==> src/rtl/iwin_pkg.sv <==
package iwin_pkg;

    // Address and field geometry of one window word.
    localparam int ADDR_W = 32;
    localparam int BASE_W = 12;
    localparam int CODE_W = 4;
    localparam int GRAN_W = ADDR_W - BASE_W;   // 1 MB granule -> 20 bits
    localparam int CODE_LSB = GRAN_W - CODE_W;  // code sits just below base
    localparam int SHAMT_W = $clog2(ADDR_W + (1 << CODE_W));

    typedef struct packed {
        logic              en;
        logic [BASE_W-1:0] base;
        logic [CODE_W-1:0] code;
    } win_cfg_t;

endpackage

==> src/rtl/iwin_regs.sv <==
module iwin_regs
    import iwin_pkg::*;
#(
    parameter int NUM_WIN  = 3,
    parameter int MAX_CODE = 11,
    localparam int IDX_W   = (NUM_WIN > 1) ? $clog2(NUM_WIN) : 1
) (
    input  logic                   clk,
    input  logic                   rst_n,
    input  logic                   wr_en,
    input  logic [IDX_W-1:0]       wr_sel,
    input  logic [ADDR_W-1:0]      wr_data,
    output win_cfg_t [NUM_WIN-1:0] cfg
);

    typedef struct packed {
        win_cfg_t [NUM_WIN-1:0] win;
    } regs_state_t;

    regs_state_t state_d, state_q;

    logic [BASE_W-1:0] wr_base;
    logic [CODE_W-1:0] wr_code;
    logic              wr_legal;
    logic              sel_in_range;

    always_comb begin
        wr_base      = wr_data[ADDR_W-1 -: BASE_W];
        wr_code      = wr_data[CODE_LSB +: CODE_W];
        wr_legal     = (32'(wr_code) <= MAX_CODE);
        sel_in_range = (32'(wr_sel) < NUM_WIN);

        state_d = state_q;
        for (int i = 0; i < NUM_WIN; i++) begin
            if (wr_en && sel_in_range && (32'(wr_sel) == i)) begin
                state_d.win[i].base = wr_base;
                state_d.win[i].code = wr_code;
                state_d.win[i].en   = wr_legal;
            end
        end
    end

    always_ff @(posedge clk or negedge rst_n) begin
        if (!rst_n) begin
            state_q <= '0;
        end else begin
            state_q <= state_d;
        end
    end

    assign cfg = state_q.win;

    // Assertions on the register bank.
    generate
        for (genvar k = 0; k < NUM_WIN; k++) begin : g_reg_chk
            p_write_arms_r2: assert property (@(posedge clk) disable iff (!rst_n)
                (wr_en && (32'(wr_sel) == k) && (32'(wr_data[CODE_LSB +: CODE_W]) <= MAX_CODE))
                |=> (cfg[k].en && (cfg[k].base == $past(wr_data[ADDR_W-1 -: BASE_W]))));

            p_bad_code_disarms_r5: assert property (@(posedge clk) disable iff (!rst_n)
                (wr_en && (32'(wr_sel) == k) && (32'(wr_data[CODE_LSB +: CODE_W]) > MAX_CODE))
                |=> !cfg[k].en);
        end
    endgenerate

    p_stray_select_r9: assert property (@(posedge clk) disable iff (!rst_n)
        (wr_en && (32'(wr_sel) >= NUM_WIN)) |=> $stable(cfg));

    p_idle_holds_r10: assert property (@(posedge clk) disable iff (!rst_n)
        !wr_en |=> $stable(cfg));

endmodule

==> src/rtl/iwin_match.sv <==
module iwin_match
    import iwin_pkg::*;
#(
    parameter int MAX_CODE = 11
) (
    input  logic              clk,
    input  logic              rst_n,
    input  win_cfg_t          cfg,
    input  logic [ADDR_W-1:0] addr,
    output logic              hit,
    output logic [ADDR_W-1:0] offset
);

    logic [SHAMT_W-1:0] shamt;
    logic [ADDR_W-1:0]  keep_mask;
    logic [ADDR_W-1:0]  base_full;
    logic               code_ok;

    always_comb begin
        shamt     = SHAMT_W'(GRAN_W) + SHAMT_W'(cfg.code);
        keep_mask = {ADDR_W{1'b1}} << shamt;
        base_full = {cfg.base, {GRAN_W{1'b0}}};
        code_ok   = (32'(cfg.code) <= MAX_CODE);
        hit       = cfg.en && code_ok && (((addr ^ base_full) & keep_mask) == '0);
        offset    = addr & ~keep_mask;
    end

    p_idle_window_r5: assert property (@(posedge clk) disable iff (!rst_n)
        !cfg.en |-> !hit);

    p_offset_in_granule_r6: assert property (@(posedge clk) disable iff (!rst_n)
        (hit && (cfg.code == '0)) |-> (offset[ADDR_W-1:GRAN_W] == '0));

endmodule

==> src/rtl/iwin_prio.sv <==
module iwin_prio
    import iwin_pkg::*;
#(
    parameter int NUM_WIN = 3,
    localparam int IDX_W  = (NUM_WIN > 1) ? $clog2(NUM_WIN) : 1
) (
    input  logic              clk,
    input  logic              rst_n,
    input  logic [NUM_WIN-1:0] hit_vec,
    input  logic [ADDR_W-1:0] offsets [NUM_WIN],
    output logic              hit,
    output logic [IDX_W-1:0]  idx,
    output logic [ADDR_W-1:0] host
);

    always_comb begin
        hit  = 1'b0;
        idx  = '0;
        host = '0;
        // Walk from the highest index down so the lowest one is kept.
        for (int i = NUM_WIN - 1; i >= 0; i--) begin
            if (hit_vec[i]) begin
                hit  = 1'b1;
                idx  = IDX_W'(i);
                host = offsets[i];
            end
        end
    end

    generate
        for (genvar k = 1; k < NUM_WIN; k++) begin : g_prio_chk
            p_lowest_wins_r7: assert property (@(posedge clk) disable iff (!rst_n)
                (hit && (32'(idx) == k)) |-> ((hit_vec & NUM_WIN'((1 << k) - 1)) == '0));
        end
    endgenerate

endmodule

==> src/rtl/iwin_decoder.sv <==
module iwin_decoder
    import iwin_pkg::*;
#(
    parameter int NUM_WIN  = 3,
    parameter int MAX_CODE = 11,
    localparam int IDX_W   = (NUM_WIN > 1) ? $clog2(NUM_WIN) : 1
) (
    input  logic              clk,
    input  logic              rst_n,
    input  logic              cfg_wr_en,
    input  logic [IDX_W-1:0]  cfg_wr_sel,
    input  logic [31:0]       cfg_wr_data,
    input  logic [31:0]       pci_addr,
    output logic              win_hit,
    output logic [IDX_W-1:0]  win_idx,
    output logic [31:0]       host_addr
);

    win_cfg_t [NUM_WIN-1:0] cfg;
    logic [NUM_WIN-1:0]     hit_vec;
    logic [ADDR_W-1:0]      offsets [NUM_WIN];

    iwin_regs #(
        .NUM_WIN  (NUM_WIN),
        .MAX_CODE (MAX_CODE)
    ) u_regs (
        .clk     (clk),
        .rst_n   (rst_n),
        .wr_en   (cfg_wr_en),
        .wr_sel  (cfg_wr_sel),
        .wr_data (cfg_wr_data),
        .cfg     (cfg)
    );

    generate
        for (genvar w = 0; w < NUM_WIN; w++) begin : g_win
            iwin_match #(
                .MAX_CODE (MAX_CODE)
            ) u_match (
                .clk    (clk),
                .rst_n  (rst_n),
                .cfg    (cfg[w]),
                .addr   (pci_addr),
                .hit    (hit_vec[w]),
                .offset (offsets[w])
            );
        end
    endgenerate

    iwin_prio #(
        .NUM_WIN (NUM_WIN)
    ) u_prio (
        .clk     (clk),
        .rst_n   (rst_n),
        .hit_vec (hit_vec),
        .offsets (offsets),
        .hit     (win_hit),
        .idx     (win_idx),
        .host    (host_addr)
    );

    p_reset_quiet_r1: assert property (@(posedge clk) disable iff (!rst_n)
        $rose(rst_n) |-> !win_hit);

    p_host_not_above_r6: assert property (@(posedge clk) disable iff (!rst_n)
        win_hit |-> (host_addr <= pci_addr));

    p_miss_zeroes_r8: assert property (@(posedge clk) disable iff (!rst_n)
        !win_hit |-> ((win_idx == '0) && (host_addr == '0)));

endmodule

==> config.mk <==
export PLATFORM = sky130hd
export DESIGN_NAME = iwin_decoder
export DESIGN_NICKNAME = d
export VERILOG_FILES = /design/src/rtl/iwin_pkg.sv /design/src/rtl/iwin_regs.sv /design/src/rtl/iwin_match.sv /design/src/rtl/iwin_prio.sv /design/src/rtl/iwin_decoder.sv
export SDC_FILE = /design/constraint.sdc
export NUM_CORES = 1
export LEC_CHECK = 0
export BUFFER_PORTS_ARGS = -buffer_cell sky130_fd_sc_hd__buf_2
export CORE_MARGIN = 10
export CORE_UTILIZATION = 45
export CTS_CLUSTER_DIAMETER = 50
export CTS_CLUSTER_SIZE = 30
export DETAILED_ROUTE_END_ITERATION = 8
export PLACE_DENSITY = 0.77
export SYNTH_ARGS = -nofsm -noshare
export SYNTH_HDL_FRONTEND = slang
export SYNTH_SLANG_ARGS = --single-unit
==> constraint.sdc <==
create_clock -name clk -period 3.8 [get_ports clk]
set_input_delay 0.76 -clock clk [delete_from_list [all_inputs] [get_ports clk]]
set_output_delay 0.76 -clock clk [all_outputs]
set_load 0.01 [all_outputs]
After elaboration in Yosys (flattened, before gate mapping). Index checks and enable logic that the tools add are counted. Widths: inputs -> output; s select.

Output and inout bits: 35. Word-level logic and storage cells: 57. Input port bits: 69. Register bits: 51.

Equality and inequality tests: 2. Reductions and logical operators: 14. Bitwise operators: 12. $lt $le $gt $ge: 5. Add/sub/neg operators: 3. Multiplexer cells: 9. Shift-type cells: 3.

Operators with widths (number): $and 32x32->32 (6); $logic_not 32->1 (3); $mux 32 (3); $not 32->32 (3); $shl 32x6->32 const A (3); $xor 32x32->32 (3); $add 5x4->6 const A (3); $le 4x4->1 const B (4); $logic_and 1x1->1 (10); $mux 2 (3); $mux 1 (3); $eq 2x1->1 const B (1); $eq 2x2->1 const B (1); $logic_not 2->1 (1); $lt 2x2->1 const B (1).

Logic depth before layout (Yosys ltp). Gate-level depths: netlist of run 1.

Depth after elaboration: 8. Depth in mapped cells: 12. Gate-level depth less buffers: 9.

Hierarchy. A second synthesis of run 1 with hierarchy kept.

Cell total of the unflattened synthesis: 532. Area total of the unflattened synthesis: 5069.9 um^2.

By module, submodules not included: iwin_regs (times used 1, area an instance 1928.1 um^2, cells an instance 109); iwin_match at g_win[1].u_match ... (times used 2, area an instance 621.8 um^2, cells an instance 89); iwin_prio (times used 1, area an instance 1221.2 um^2, cells an instance 149); iwin_match at g_win[0].u_match (times used 1, area an instance 676.9 um^2, cells an instance 96).

Least setup slack after synthesis of run 1. Ideal clock, no wire load.

Path type: reg2out. From: reg u_regs.state_q, in the netlist u_regs.cfg[36]. To: out host_addr[21]. Cell stages (with the launch flop): 12. Arrival time: 2.995 ns. Slack: 0.045 ns. Data required time: 3.040 ns. Cell sequence: dfrtp_1 > clkbuf_1 > inv_1 > ha_1 > buf_2 > a21oi_1 > a2111oi_2 > or4b_4 > or3b_1 > buf_2 > a211oi_2 > o311a_1.

Longest elaborated chain between the ends: 8. Elaborated cells between the ends (all ways): 12. Classes of those cells: 1 x add/sub; 1 x order compare; 1 x shift; 3 x mux; 3 x bitwise; 3 x reduce/logical.

Ends and longest elaborated chain: start: declaration (RTL line iwin_regs.sv:20) `regs_state_t state_d, state_q;`; start signal: assignment (RTL line iwin_regs.sv:47) `state_q <= state_d;`; $add 5x4->6 (RTL line iwin_match.sv:20) `shamt = SHAMT_W'(GRAN_W) + SHAMT_W'(cfg.code);`; $shl 32x6->32 (RTL line iwin_match.sv:21) `keep_mask = {ADDR_W{1'b1}} << shamt;`; $and 32x32->32 (RTL line iwin_match.sv:24) `hit = cfg.en && code_ok && (((addr ^ base_full) & keep_mask) == '0);`; $logic_not 32->1 (RTL line iwin_match.sv:24); $logic_and 1x1->1 (RTL line iwin_match.sv:24); $mux 32 (*) (3 in a row) (RTL line iwin_prio.sv:22) `if (hit_vec[i]) begin`; end: declaration (RTL line iwin_decoder.sv:16) `output logic [31:0] host_addr`.

Mark *: on every way between the ends. The rest lies on a longest branch, timed or not.

Final worst setup path of run 1.
From: reg u_regs.state_q, in the netlist u_regs.cfg[19]. To: out host_addr[29].

Longest elaborated chain between the ends: 7. Elaborated cells between the ends (all ways): 11. Classes of those cells: 1 x add/sub; 1 x order compare; 1 x shift; 2 x mux; 3 x bitwise; 3 x reduce/logical.

Ends and longest elaborated chain (RTL line): $add 5x4->6 (iwin_match.sv:20); $shl 32x6->32 (iwin_match.sv:21); $and 32x32->32 (iwin_match.sv:24); $logic_not 32->1 (iwin_match.sv:24); $logic_and 1x1->1 (iwin_match.sv:24); $mux 32 (*) (2 in a row) (iwin_prio.sv:22).

Marks and branches as above.

==> results of run 1 <==
## how the worst max path moves through the flow
stage	slack (ns)	to	startpoint
after global placement	-0.19	host_addr[25]	pci_addr[8]
after detailed placement	-0.21	host_addr[25]	pci_addr[8]
after CTS	-0.12	host_addr[16]	u_regs.cfg[36]
final	-0.14	host_addr[29]	u_regs.cfg[19]
after global routing	-0.23	host_addr[0]	u_regs.cfg[36]
after floorplan	0.05	host_addr[21]	u_regs.cfg[36]
## synthesized netlist by cell type, drive strengths merged (2+ instances only)
cell type  count  area [µm²]
nand2         24       90.09
a2111oi        3       51.30
a211oi         6       55.05
dfrtp         51        1276
clkbuf        10       37.54
and3           9       61.31
or3            5       31.28
o311a          6       60.06
and2           6       37.54
nand3b         3       22.52
nor3          10       55.05
a211o          2       17.52
ha            11       137.6
or3b           2       17.52
nor2          19       71.32
or2            2       12.52
a221o          3       30.03
nor3b          4       30.03
o21ba          3       30.03
nand4          2       12.51
nand2b         8       50.05
o21ai         15       75.07
nor4b          3       26.28
a21o           2       15.01
a31oi          4       25.02
a21oi         17       85.08
a22oi          4       30.03
xnor2         14       122.6
xor2          22       192.7
inv           12       45.04
buf            8       40.04
nand3          6       30.03
nor4           2       12.51
o31a           2       17.52
nor2b         21       131.4
mux2          45       506.7
## timing repair
action,CTS,global route
hold buffers,0,0
gates cloned,1,1
setup buffers,13,15
gates resized for setup,42,46
endpoints found under the setup margin,34,35
hold endpoints to repair,0,0
pin swaps,18,19
## cell families after synthesis
group,synth area share (%)
buffers and inverters,3.309
flip-flops,34.44
XOR/XNOR,8.508
multiplexers,13.67
AO/OA/AOI/OAI,16.64
adder cells (fa/ha/maj),3.714
AND/OR/NAND/NOR,19.72
## area by class of cell
cell class                 count  area [µm²]
tap                          105       131.4
clock inverter                 3       67.56
inverter                      12       47.55
fill                         645        2810
multi-input combinational    303        2618
sequential                    51        1281
timing repair buffer         163        1110
clock buffer                   5       68.82
## tightest hold or removal path, cell delays in order (launching register included)
cell	delay, ns
dfrtp_1	0.37
nand2_1	0.05
o21ai_0	0.06
## power groups by stage
stage / clock network, mW / registers (mW) / logic [mW]
floorplan: 0 / 0.715 / 0.547
global placement: 0 / 0.746 / 0.841
detailed placement: 0 / 0.754 / 0.859
CTS: 0.455 / 0.743 / 0.984
global route: 0.478 / 0.766 / 1.20
finish: 0.443 / 0.750 / 1.12
## layer usage
metal / up-vias / wire length, µm / share of wire [%]
met1: 1771 / 5286 / 41
li1: 1701 / - / -
met2: 191 / 6331 / 49
met3: 26 / 1048 / 8.1
met4: 0 / 321 / 2.5
met5: - / 0 / 0
## through the flow
step | hold slack [ns] | power [mW]
2_1_floorplan | 0.4422 | 1.262
3_3_place_gp | 0.4620 | 1.587
3_5_place_dp | 0.4689 | 1.613
4_1_cts | 0.4897 | 2.182
5_1_grt | 0.5565 | 2.439
6_report | 0.5123 | 2.313
==> impl_metrics.csv, run 1 <==
group,metric,value,unit
worst_setup_path,worst-path-max-fanout,7,
power_and_ir_drop,cellInternalPower,1.466,mW
cts,clk_transition_reported_paths,0.10,ns
worst_setup_path,worst_path_dominant_cell_family,"compound AO/OA/AOI/OAI gates",
global_route,grt-ovfl-total,0,
cts,cts_buffer_depth,2,
drt,route.detailed.drc,0,
power_and_ir_drop,power.static_leakage,2.428,nW
placement,gp_congestion,0.9369,
die,core.rowCount,33,
finish,final_cells,642,
timing,max-slew-margin-rel,23.94,%
worst_setup_path,worstPathArrival,3.18,ns
timing,final.period_utilization,103.8,%
power_and_ir_drop,seqPwrFrac,32.4,%
global_route,grt_start_max_net_pins,52,
cts,cts-root-buf,"clkbuf_8",
yosys,netlist-cell-type-count,61,
cts,cts-htree-levels,2,
cts,clk-insertion-delay-late,0.30,ns
drt,num_vias,3689,
outcome,failed_checks,"negative setup slack",
outcome,run_status,"finished with violations",
global_route,antenna_found_initial,0,
worst_setup_path,end_kind,"primary output",
worst_setup_path,cp.required,3.04,ns
finish,mostFrequentLayoutCell,"buf_2",
timing,final_max_slew_viol_count,0,
power_and_ir_drop,share_comb_of_total_power,48.4,%
finish,max_ffs_per_register,51,
finish,nNetsFinal,616,
worst_setup_path,critPathMaxStageDelay,0.47,ns
die,floorplan.initialDensity,45.56,%
timing,setup_repair_after_global_routing_missed_its_margin,"true",
yosys,synth_nets,464,
worst_setup_path,crit_chain,"buf_6 > ha_4 > nor2b_2 > o21ai_1 > a2111o_1 > a2111oi_4 > buf_4 > a211oi_4 > buf_4 > a221o_1 > and3_4 > buf_6",
yosys,syn_avg_cell_area,9.651,µm²
timing,tightest_slew,1.141,ns
power_and_ir_drop,power.ir.vdd_worst,0.0002990,V
timing,final_critical_period,3.945,ns
drt,detailedRoute.firstPassIterationCount,5,
finish,area_delta_synth_final,43.65,%
cts,tritoncts,"done",
min_path,whs_path_depth,2,
finish,final_util,65.45,%
global_route,gr-usage-all-layers,19.56,%
yosys,synth-edff-count,0,
worst_setup_path,cp_slowest_cell,"dfrtp_2",
die,fp.dieArea,12270,µm²
yosys,synth_top_flop_cell,"dfrtp_1",
placement,dp_hpwl,9.770,mm
timing,fin_ws,-0.1449,ns
global_route,grt.busiest_layer,"met2",
global_route,first_pass_grt_wire_length,19.80,mm
worst_setup_path,reg2reg_depth,1,
die,ios,104,
drt,initialDrtViolationCount,238,
timing,clock_skew,0,ns
yosys,syn-instance-count,384,
global_route,first_global_vias,3778,
global_route,globalRouteMet1Util,23.81,%
placement,post-place-ws,-0.2149,ns
placement,port_buffers,87,
drt,vias_per_cell,5.746,
worst_setup_path,path_depth,12,
die,die_height,110.8,µm
global_route,global_route.usage.met2,33.41,%
cts,cts_inserted_buffers,5,
placement,post_dp_cell_area,4566,µm²
yosys,synthesis.yosys.warnings,0,
worst_setup_path,timing.rr.end,"u_regs.cfg[18]",
timing,final_setup_vio_count,31,
yosys,post_synthesis_instance_area,3706,µm²
finish,layout.cell_area.non_filler,5324,µm²
timing,finalHoldViolations,0,
finish,final_layout_size_suffix_gt1_share,52.33,%
worst_setup_path,setup.worst_path.start_class,"flip-flop",
drt,detail_route.wl_per_cell,20.23,µm
timing,timing.setup.tns,-1.601,ns
min_path,min-delay-path-class,"reg -> reg",
die,die-width,110.8,µm
finish,top_library_cells_by_usage_in_the_layout_fill_and_taps_aside,"83 x buf_2, 62 x buf_4, 47 x dfrtp_1",
worst_setup_path,cp_num_buf_inv,4,
drt,ant_nets,0,
worst_setup_path,r2r_slack,2.84,ns
cts,clkSinkCount,51,
power_and_ir_drop,power.share.switching,36.62,%
power_and_ir_drop,power.net_switching,0.8471,mW
min_path,hold-path-endpoint,"u_regs.cfg[50]",
finish,insertedDiodeCount,0,
power_and_ir_drop,share_clk_of_total_power,19.2,%
timing,clock.fmax,253.5,MHz
power_and_ir_drop,power_density,434.5,nW/µm²
die,core_area,8134,µm²
drt,wire_length_reported_by_the_detailed_router,12.99,mm
worst_setup_path,criticalPathCategory,"reg -> out",
yosys,sequential_to_total_area_share_from_yosys_stat,34.44,%
worst_setup_path,crit-reg2reg-launch,"u_regs.cfg[18]",
min_path,launch_instance_of_the_worst_min_delay_path,"u_regs.cfg[50]",
placement,placed_cells_incl_taps,605,
yosys,synth-seq-cells,51,
global_route,gr-usage-met3,4.545,%
yosys,ys_async_sr_fraction,100.0,%
run,maxCapViolations,0,
No activity file was read; power rests on OpenSTA's default activity.
==> inputs of run 2 (changes only) <==
==> constraint.sdc (replaced) <==
create_clock -name clk -period 3.5 [get_ports clk]
set_input_delay 0.7 -clock clk [delete_from_list [all_inputs] [get_ports clk]]
set_output_delay 0.7 -clock clk [all_outputs]
set_load 0.01 [all_outputs]
==> run 2 against run 1 <==
Net effect: the flow still finishes with violations (negative setup slack); global-route usage is 0.80 points higher; die area stayed put; clock power down 22%; sequential power rose by 7.6%; sequential cell count is the same; clock-buffer cell count stayed put; via count increased by 1.2%; cell count is 3.6% higher; core utilization up 3.4 points; highest routed layer unchanged.
==> impl_metrics.csv, run 2 (synthesis results as in run 1) <==
group,metric,value,unit
global_route,grt.busiest_layer,"met2",
finish,final_util,68.84,%
cts,clkSinkCount,51,
timing,max-slew-margin-rel,23.57,%
die,die_height,110.8,µm
cts,cts_buffer_depth,2,
drt,initialDrtViolationCount,236,
timing,final_max_slew_viol_count,0,
die,ios,104,
die,core.rowCount,33,
timing,final_setup_vio_count,33,
outcome,run_status,"finished with violations",
cts,tritoncts,"done",
global_route,gr-usage-met3,5.032,%
die,core_area,8134,µm²
cts,clk_transition_reported_paths,0.10,ns
global_route,globalRouteMet1Util,25.50,%
power_and_ir_drop,power.ir.vdd_worst,0.0002712,V
min_path,hold-path-endpoint,"u_regs.cfg[33]",
global_route,first_global_vias,3860,
finish,final_layout_size_suffix_gt1_share,56.43,%
placement,post-place-ws,-0.3570,ns
power_and_ir_drop,power_density,448.3,nW/µm²
timing,clock.fmax,261.3,MHz
global_route,first_pass_grt_wire_length,20.32,mm
die,floorplan.initialDensity,45.56,%
worst_setup_path,timing.rr.end,"u_regs.cfg[20]",
drt,ant_nets,0,
die,fp.dieArea,12270,µm²
drt,wire_length_reported_by_the_detailed_router,13.42,mm
drt,route.detailed.drc,0,
worst_setup_path,crit-reg2reg-launch,"u_regs.cfg[20]",
finish,num-fill-cells,629,
timing,fin_ws,-0.3269,ns
run,maxCapViolations,0,
die,die-width,110.8,µm
finish,top_library_cells_by_usage_in_the_layout_fill_and_taps_aside,"79 x buf_2, 79 x buf_4, 48 x dfrtp_1",
cts,cts-root-buf,"clkbuf_8",
cts,cts-htree-levels,2,
global_route,antenna_found_initial,0,
worst_setup_path,cp.required,2.80,ns
cts,cts_hold_buffers,0,
timing,final_critical_period,3.827,ns
worst_setup_path,worstPathArrival,3.13,ns
cts,cts_inserted_buffers,5,
worst_setup_path,end_kind,"primary output",
drt,vias_per_cell,5.614,
timing,final.period_utilization,109.3,%
power_and_ir_drop,post-layout-total-power,2.510,mW
drt,num_vias,3733,
worst_setup_path,setup.worst_path.start_class,"flip-flop",
finish,insertedDiodeCount,0,
worst_setup_path,r2r_slack,2.41,ns
placement,gp_congestion,0.9770,
timing,setup_repair_after_global_routing_missed_its_margin,"true",
placement,placed_cells_incl_taps,629,
global_route,global_route.usage.met2,31.64,%
drt,detailedRoute.firstPassIterationCount,5,
global_route,grt_start_max_net_pins,52,
min_path,launch_instance_of_the_worst_min_delay_path,"u_regs.cfg[33]",
finish,max_ffs_per_register,51,
timing,timing.setup.tns,-7.121,ns
finish,final_cells,665,
placement,port_buffers,87,
outcome,failed_checks,"negative setup slack",
placement,dp_hpwl,10.16,mm
worst_setup_path,reg2reg_depth,3,
drt,detail_route.wl_per_cell,20.17,µm
min_path,min-delay-path-class,"reg -> reg",
timing,finalHoldViolations,0,
finish,nNetsFinal,639,
timing,tightest_slew,1.146,ns
power_and_ir_drop,power.static_leakage,2.549,nW
finish,area_delta_synth_final,51.08,%
min_path,whs_path_depth,2,
worst_setup_path,worst-path-max-fanout,7,
timing,clock_skew,0,ns
cts,clk-insertion-delay-late,0.30,ns
global_route,grt-ovfl-total,0,
worst_setup_path,criticalPathCategory,"reg -> out",
global_route,gr-usage-all-layers,20.35,%
==> run 2: changes by cell type in the layout (fill, tap and decap cells not counted), moves of 3 or more <==
cell / delta
buf_6: +12
buf_2: -4
buf_4: +17
or3_1: +3
buf_12: -3
nor3_2: +3
nor2b_1: -3
or3_4: -3
==> run 2: report_power, final <==
group / internal, mW / switching [mW] / total, mW
clock network: 0.140 / 0.208 / 0.347
logic: 0.688 / 0.667 / 1.36
registers: 0.700 / 0.106 / 0.807
==> run 2: per-layer routing <==
layer | routed length [µm] | share of wire [%]
met1 | 5669 | 42
met2 | 6093 | 45
met3 | 1036 | 7.7
met4 | 615 | 4.6
met5 | 0 | 0
==> run 2: final cells by class <==
cell class / count / area, µm² / share of cell area [%]
clock buffers: 5 / 68.82 / 1.229
well taps: 105 / 131.4 / 2.346
repair buffers: 186 / 1320 / 23.58
inverters: 12 / 45.04 / 0.8045
flip-flops and latches: 51 / 1280 / 22.86
clock inverters: 3 / 20.02 / 0.3575
multi-input cells: 303 / 2734 / 48.83
==> run 2: through the flow <==
stage	hold slack, ns	area (µm²)
after floorplan	0.4044	3729
after global placement	0.4796	4755
after detailed placement	0.4910	4755
after CTS	0.5133	5341
after global routing	0.5481	5599
final	0.5140	5599
==> run 2: worst max path at each step <==
| stage | start | to | slack, ns | depth (start not counted) |
|---|---|---|---|---|
| 6_report | u_regs.cfg[36] | host_addr[27] | -0.33 | 11 |
| 2_1_floorplan | u_regs.cfg[36] | host_addr[15] | -0.02 | 11 |
| 4_1_cts | u_regs.cfg[36] | host_addr[1] | -0.32 | 10 |
| 3_5_place_dp | pci_addr[8] | host_addr[22] | -0.36 | 9 |
| 3_3_place_gp | pci_addr[31] | host_addr[25] | -0.33 | 9 |
| 5_1_grt | u_regs.cfg[36] | host_addr[27] | -0.44 | 11 |
==> run 2: worst max-delay path: stages, from the launching register on <==
cell       delay [ns]
dfrtp_2          0.41
inv_2            0.07
ha_4             0.34
a21oi_4          0.09
a2111oi_4        0.32
or4b_4           0.53
buf_4            0.17
a211oi_4         0.20
buf_6            0.15
o211ai_1         0.11
a221oi_2         0.24
buf_2            0.18
==> run 2: timing repair <==
item	in CTS	in global routing
setup endpoints to repair	35	35
pin swaps	19	13
buffers inserted	21	8
cloned	2	0
gates resized for setup	72	46
